`src/rtl/alu8_pkg.sv`:
```
package alu8_pkg;

    localparam int OPC_W = 4;

    typedef enum logic [OPC_W-1:0] {
        OP_ADD = 4'd0,
        OP_SUB = 4'd1,
        OP_AND = 4'd2,
        OP_OR  = 4'd3,
        OP_XOR = 4'd4,
        OP_SHL = 4'd5,
        OP_SHR = 4'd6,
        OP_MUL = 4'd7,
        OP_DIV = 4'd8,
        OP_CMP = 4'd9
    } alu_op_e;

    typedef struct packed {
        logic z;
        logic n;
        logic c;
        logic v;
    } alu_flags_t;

    function automatic alu_flags_t make_flags(input logic is_zero, input logic msb,
                                              input logic cy, input logic ov);
        alu_flags_t f;
        f.z = is_zero;
        f.n = msb;
        f.c = cy;
        f.v = ov;
        return f;
    endfunction

    function automatic logic uses_subtract(input alu_op_e op);
        return (op == OP_SUB) || (op == OP_CMP);
    endfunction

endpackage

```
`src/rtl/alu8_addsub.sv`:
```
module alu8_addsub #(
    parameter int W = 8
) (
    input  logic [W-1:0] a,
    input  logic [W-1:0] b,
    input  logic         sub,
    output logic [W-1:0] sum,
    output logic         cout,
    output logic         ovf
);
    logic [W:0]   cy;
    logic [W-1:0] bm;

    assign cy[0] = sub;
    assign bm    = b ^ {W{sub}};

    for (genvar i = 0; i < W; i++) begin : g_bit
        assign sum[i]  = a[i] ^ bm[i] ^ cy[i];
        assign cy[i+1] = (a[i] & bm[i]) | (a[i] & cy[i]) | (bm[i] & cy[i]);
    end

    assign cout = cy[W];

    always_comb begin
        if (sub) ovf = (a[W-1] ^ b[W-1]) & (a[W-1] ^ sum[W-1]);
        else     ovf = (a[W-1] ^ sum[W-1]) & (b[W-1] ^ sum[W-1]);
    end
endmodule

```
`src/rtl/alu8_mul.sv`:
```
module alu8_mul #(
    parameter int W = 8
) (
    input  logic [W-1:0] a,
    input  logic [W-1:0] b,
    output logic [W-1:0] lo,
    output logic         hi_nz
);
    localparam int PW = 2 * W;

    logic [PW-1:0] acc [0:W];

    assign acc[0] = '0;

    for (genvar k = 0; k < W; k++) begin : g_row
        logic [PW-1:0] pp;
        assign pp       = b[k] ? ({{W{1'b0}}, a} << k) : '0;
        assign acc[k+1] = acc[k] + pp;
    end

    assign lo    = acc[W][W-1:0];
    assign hi_nz = |acc[W][PW-1:W];
endmodule

```
`src/rtl/alu8_div.sv`:
```
module alu8_div #(
    parameter int W = 8
) (
    input  logic [W-1:0] a,
    input  logic [W-1:0] b,
    output logic [W-1:0] quot,
    output logic         by_zero
);
    logic [W-1:0] rem [0:W];
    logic [W-1:0] q;

    assign rem[0] = '0;

    for (genvar k = 0; k < W; k++) begin : g_stage
        logic [W:0]   part;
        logic [W+1:0] diff;
        logic         borrow;
        assign part      = {rem[k], a[W-1-k]};
        assign diff      = {1'b0, part} - {2'b00, b};
        assign borrow    = diff[W+1];
        assign q[W-1-k]  = ~borrow;
        assign rem[k+1]  = borrow ? part[W-1:0] : diff[W-1:0];
    end

    assign by_zero = (b == '0);
    assign quot    = by_zero ? '0 : q;
endmodule

```
`src/rtl/alu8_core.sv`:
```
module alu8_core
    import alu8_pkg::*;
#(
    parameter int W = 8
) (
    input  logic [W-1:0]     op_a,
    input  logic [W-1:0]     op_b,
    input  logic [OPC_W-1:0] op_code,
    output logic [W-1:0]     result,
    output logic             flag_z,
    output logic             flag_n,
    output logic             flag_c,
    output logic             flag_v,
    output logic             no_wb
);
    alu_op_e    op;
    logic [W-1:0] as_sum, mul_lo, div_q;
    logic       as_cout, as_ovf, mul_hi, div_zero;
    logic [W-1:0] res;
    logic       cy, ov;
    alu_flags_t flg;

    assign op = alu_op_e'(op_code);

    alu8_addsub #(.W(W)) u_addsub (
        .a(op_a), .b(op_b), .sub(uses_subtract(op)),
        .sum(as_sum), .cout(as_cout), .ovf(as_ovf)
    );

    alu8_mul #(.W(W)) u_mul (
        .a(op_a), .b(op_b), .lo(mul_lo), .hi_nz(mul_hi)
    );

    alu8_div #(.W(W)) u_div (
        .a(op_a), .b(op_b), .quot(div_q), .by_zero(div_zero)
    );

    always_comb begin
        res = op_a;
        cy  = 1'b0;
        ov  = 1'b0;
        case (op)
            OP_ADD, OP_SUB, OP_CMP: begin
                res = as_sum;
                cy  = as_cout;
                ov  = as_ovf;
            end
            OP_AND: res = op_a & op_b;
            OP_OR:  res = op_a | op_b;
            OP_XOR: res = op_a ^ op_b;
            OP_SHL: begin
                res = {op_a[W-2:0], 1'b0};
                cy  = op_a[W-1];
            end
            OP_SHR: begin
                res = {1'b0, op_a[W-1:1]};
                cy  = op_a[0];
            end
            OP_MUL: begin
                res = mul_lo;
                cy  = mul_hi;
            end
            OP_DIV: begin
                res = div_q;
                cy  = div_zero;
                ov  = div_zero;
            end
            default: ;
        endcase
    end

    assign flg    = make_flags(res == '0, res[W-1], cy, ov);
    assign result = res;
    assign flag_z = flg.z;
    assign flag_n = flg.n;
    assign flag_c = flg.c;
    assign flag_v = flg.v;
    assign no_wb  = (op == OP_CMP);
endmodule

```
`config.mk`:
```
export PLATFORM = sky130hd
export DESIGN_NAME = alu8_core
export DESIGN_NICKNAME = d
export VERILOG_FILES = /design/src/rtl/alu8_pkg.sv /design/src/rtl/alu8_addsub.sv /design/src/rtl/alu8_mul.sv /design/src/rtl/alu8_div.sv /design/src/rtl/alu8_core.sv
export SDC_FILE = /design/constraint.sdc
export NUM_CORES = 1
export LEC_CHECK = 0
export ABC_CLOCK_PERIOD_IN_PS = 22100
export BUFFER_PORTS_ARGS = -buffer_cell sky130_fd_sc_hd__buf_2
export CAP_MARGIN = 5
export CORE_AREA = 10 10 106 108
export DETAILED_ROUTE_END_ITERATION = 12
export DIE_AREA = 0 0 116 118
export GPL_ROUTABILITY_DRIVEN = 0
export GPL_TIMING_DRIVEN = 0
export PLACE_DENSITY = 0.87
export SLEW_MARGIN = 20
export SYNTH_ARGS = -nofsm -noshare
export SYNTH_HDL_FRONTEND = slang
export SYNTH_SLANG_ARGS = --single-unit
export TNS_END_PERCENT = 30
```
`constraint.sdc`:
```
create_clock -name vclk -period 22.1
set_input_delay 2.21 -clock vclk [all_inputs]
set_output_delay 2.21 -clock vclk [all_outputs]
set_load 0.01 [all_outputs]
```
==> impl_metrics.yaml <==
critical_path:
  crit_type: "in2out"
  worst_setup_path_end_kind: "output pin"
  critPathMaxFanout: 10
  worst_ep_required_time_ns: 19.89
  cpMostUsedCell: "ha_1"
  max_stage_delay_ns: 0.41
  cp_data_arrival_time_ns: 18.46
  critPathSlowestCell: "a31oi_1"
  startpoint_type: "input pin"
synth:
  yosys_warnings: 0
  yosysTopAreaCell: "ha_1"
  synth_commonest_cells: "110 x ha_1, 93 x nor2_1, 91 x inv_1, 51 x fa_1, 49 x nand2_1"
  ys_types: 77
  synth_top_area_share_pct: 23.8
  muxShareOfSynthArea_pct: 5.52
  synth_fa_ha_area_share_pct: 41.5
  synth_top_family_by_area: "adder cells"
  synth.area.top_cells: "ha_1 24%, fa_1 18%, nor2_1 6.0%"
  synth_xor_area_share_pct: 4.70
  syn_avg_cell_area_um2: 7.81
  ys_seq_area_share_pct: 0
  syn_inst: 740
  synth_compound_area_share_pct: 21.1
  yosysMostFrequentCell: "ha_1"
  synthesis.area_um2: 5780
  yosys.area_share.simple_pct: 19.1
place:
  dpl-instance-area_um2: 6080
  dp_hpwl_um: 12700
  io_buffers: 32
grt:
  grt.total_usage_pct: 22.6
  grt.overflow.total: 0
  grt_pass1_wl_um: 26600
  grt_max_degree: 19
  antenna_found_initial: 0
  grt_pass1_vias: 5718
detailed_routing:
  drtAntennaViolNets: 0
  detail_route.wl_per_cell_um: 17.9
  drt_iter0_drc: 554
  viasPerCell: 6.46
  routed_wl_um: 16000
  dr.pass1.iters: 6
  vias: 5759
  drc: 0
timing:
  setup_viol: 0
  rsz0062_at_grt: "false"
  hold_viol_final: 0
  tns_ns: 0
  period_share_pct: 93.5
  slew_violations: 0
  tightest_slew_ns: 1.07
  fin_crit_ns: 20.67
  slew_headroom_pct: 28.3
  max_freq_mhz: 48.4
min_path:
  holdCritPathClass: "in2out"
power:
  power.density_nw_per_um2: 115
  internal_power_mw: 0.320
  power_mw: 0.710
  switching_power_mw: 0.390
  pwr-share-comb_pct: 100.0
  sw_frac_of_total_pct: 54.9
  ir_drop_uv: 79.4
  power_frac_seq_pct: 0
  power.leakage_nw: 3.03
  p_clk_share_pct: 0
die:
  die_area_um2: 13700
  die_h_um: 118
  design.core.area_um2: 9110
  dieWidth_um: 116
  ioPinCount: 33
  floorplan.initialDensity_pct: 63.4
  rows: 35
flow_run:
  max-cap-violations: 0
cts:
  cts_hold_buf: 0
layout:
  final_nets: 964
  nFlopsAndLatches: 0
  design_area_um2: 6170
  drive_gt1_share_pct: 11.3
  areaGrowthSynthToFinish_pct: 6.73
  nFillCells: 698
  seq_area_um2: 0
  clock_buffers: 0
  antenna_cells: 0
status:
  status: "complete, no violations"
## repair_timing
| action | CTS | global route |
|---|---|---|
| resized for setup | 0 | 11 |
| endpoints found under the setup margin | 0 | 2 |
| setup buffers | 0 | 8 |
## critical path: cells and delay by family
family	cells	cell delay, ns
adder cells (fa/ha/maj)	9	2.41
AO/OA/AOI/OAI	37	8.07
multiplexers	2	0.61
AND/OR/NAND/NOR	20	3.64
buffers and inverters	10	1.53
## cell usage in the layout, fill, tap and decap left out, types with 9 or more instances in the layout
| master | synthesis | final |
|---|---|---|
| clkbuf_1 | 9 | 9 |
| nand2_1 | 49 | 49 |
| o21ai_0 | 47 | 43 |
| buf_2 | 1 | 33 |
| fa_1 | 51 | 51 |
| buf_4 | 1 | 9 |
| nor2_1 | 93 | 92 |
| nor3_1 | 12 | 11 |
| mux2i_1 | 15 | 15 |
| xnor2_1 | 25 | 25 |
| nand3_1 | 9 | 9 |
| a21oi_1 | 44 | 43 |
| ha_1 | 110 | 110 |
| nor2b_1 | 13 | 13 |
| mux2_2 | 13 | 13 |
| inv_1 | 91 | 90 |
| nand2b_1 | 9 | 9 |
## power by group through the flow
stage / Combinational [mW] / Clock (mW) / Sequential [mW]
5_1_grt: 0.796 / 0 / 0
6_report: 0.710 / 0 / 0
4_1_cts: 0.696 / 0 / 0
3_3_place_gp: 0.655 / 0 / 0
3_5_place_dp: 0.690 / 0 / 0
2_1_floorplan: 0.552 / 0 / 0
## kinds of logic (layout without fill, tap and decap cells)
kind of cell               count (synthesis)  count (layout)
and+or+nand+nor                          222             222
buffers and inverters                    116             156
other                                      1               2
xor gates and xnor gates                  31              31
muxes                                     29              29
AOI/OAI and AO/OA                        180             180
adders and majority gates                161             161
## worst paths after layout
kind,from,slack [ns],endpoint,cells after the start
max,op_a[7],1.43,flag_z,78
min,op_code[1],4.84,flag_v,5
## metrics by stage
step	setup slack (ns)	util, %	cells	hold WS, ns
after CTS	0.435	66.8	884	4.83
after floorplan	3.47	-	741	4.59
after global routing	0.00567	67.7	892	4.88
final	1.43	67.7	892	4.84
after global placement	1.24	66.8	884	4.82
after detailed placement	0.521	66.8	884	4.82
## final cells by class
| class | count | area, um2 | share of cell area (%) |
|---|---|---|---|
| Buffer | 15 | 83.8 | 1.36 |
| Multi-Input combinational cell | 625 | 5340 | 86.5 |
| Inverter | 101 | 387 | 6.27 |
| Timing Repair Buffer | 40 | 220 | 3.57 |
| Tap cell | 111 | 139 | 2.25 |
## routing by layer
metal  vias to the layer above  routed length (um)  track usage (%)
met1                      2690                6240             28.1
met5                         -                   0                0
li1                       2666                   -                -
met4                         0                 662             8.76
met3                        81                1680             4.18
met2                       322                7420             37.4
Note: power is estimated with default switching activity, not from simulation.
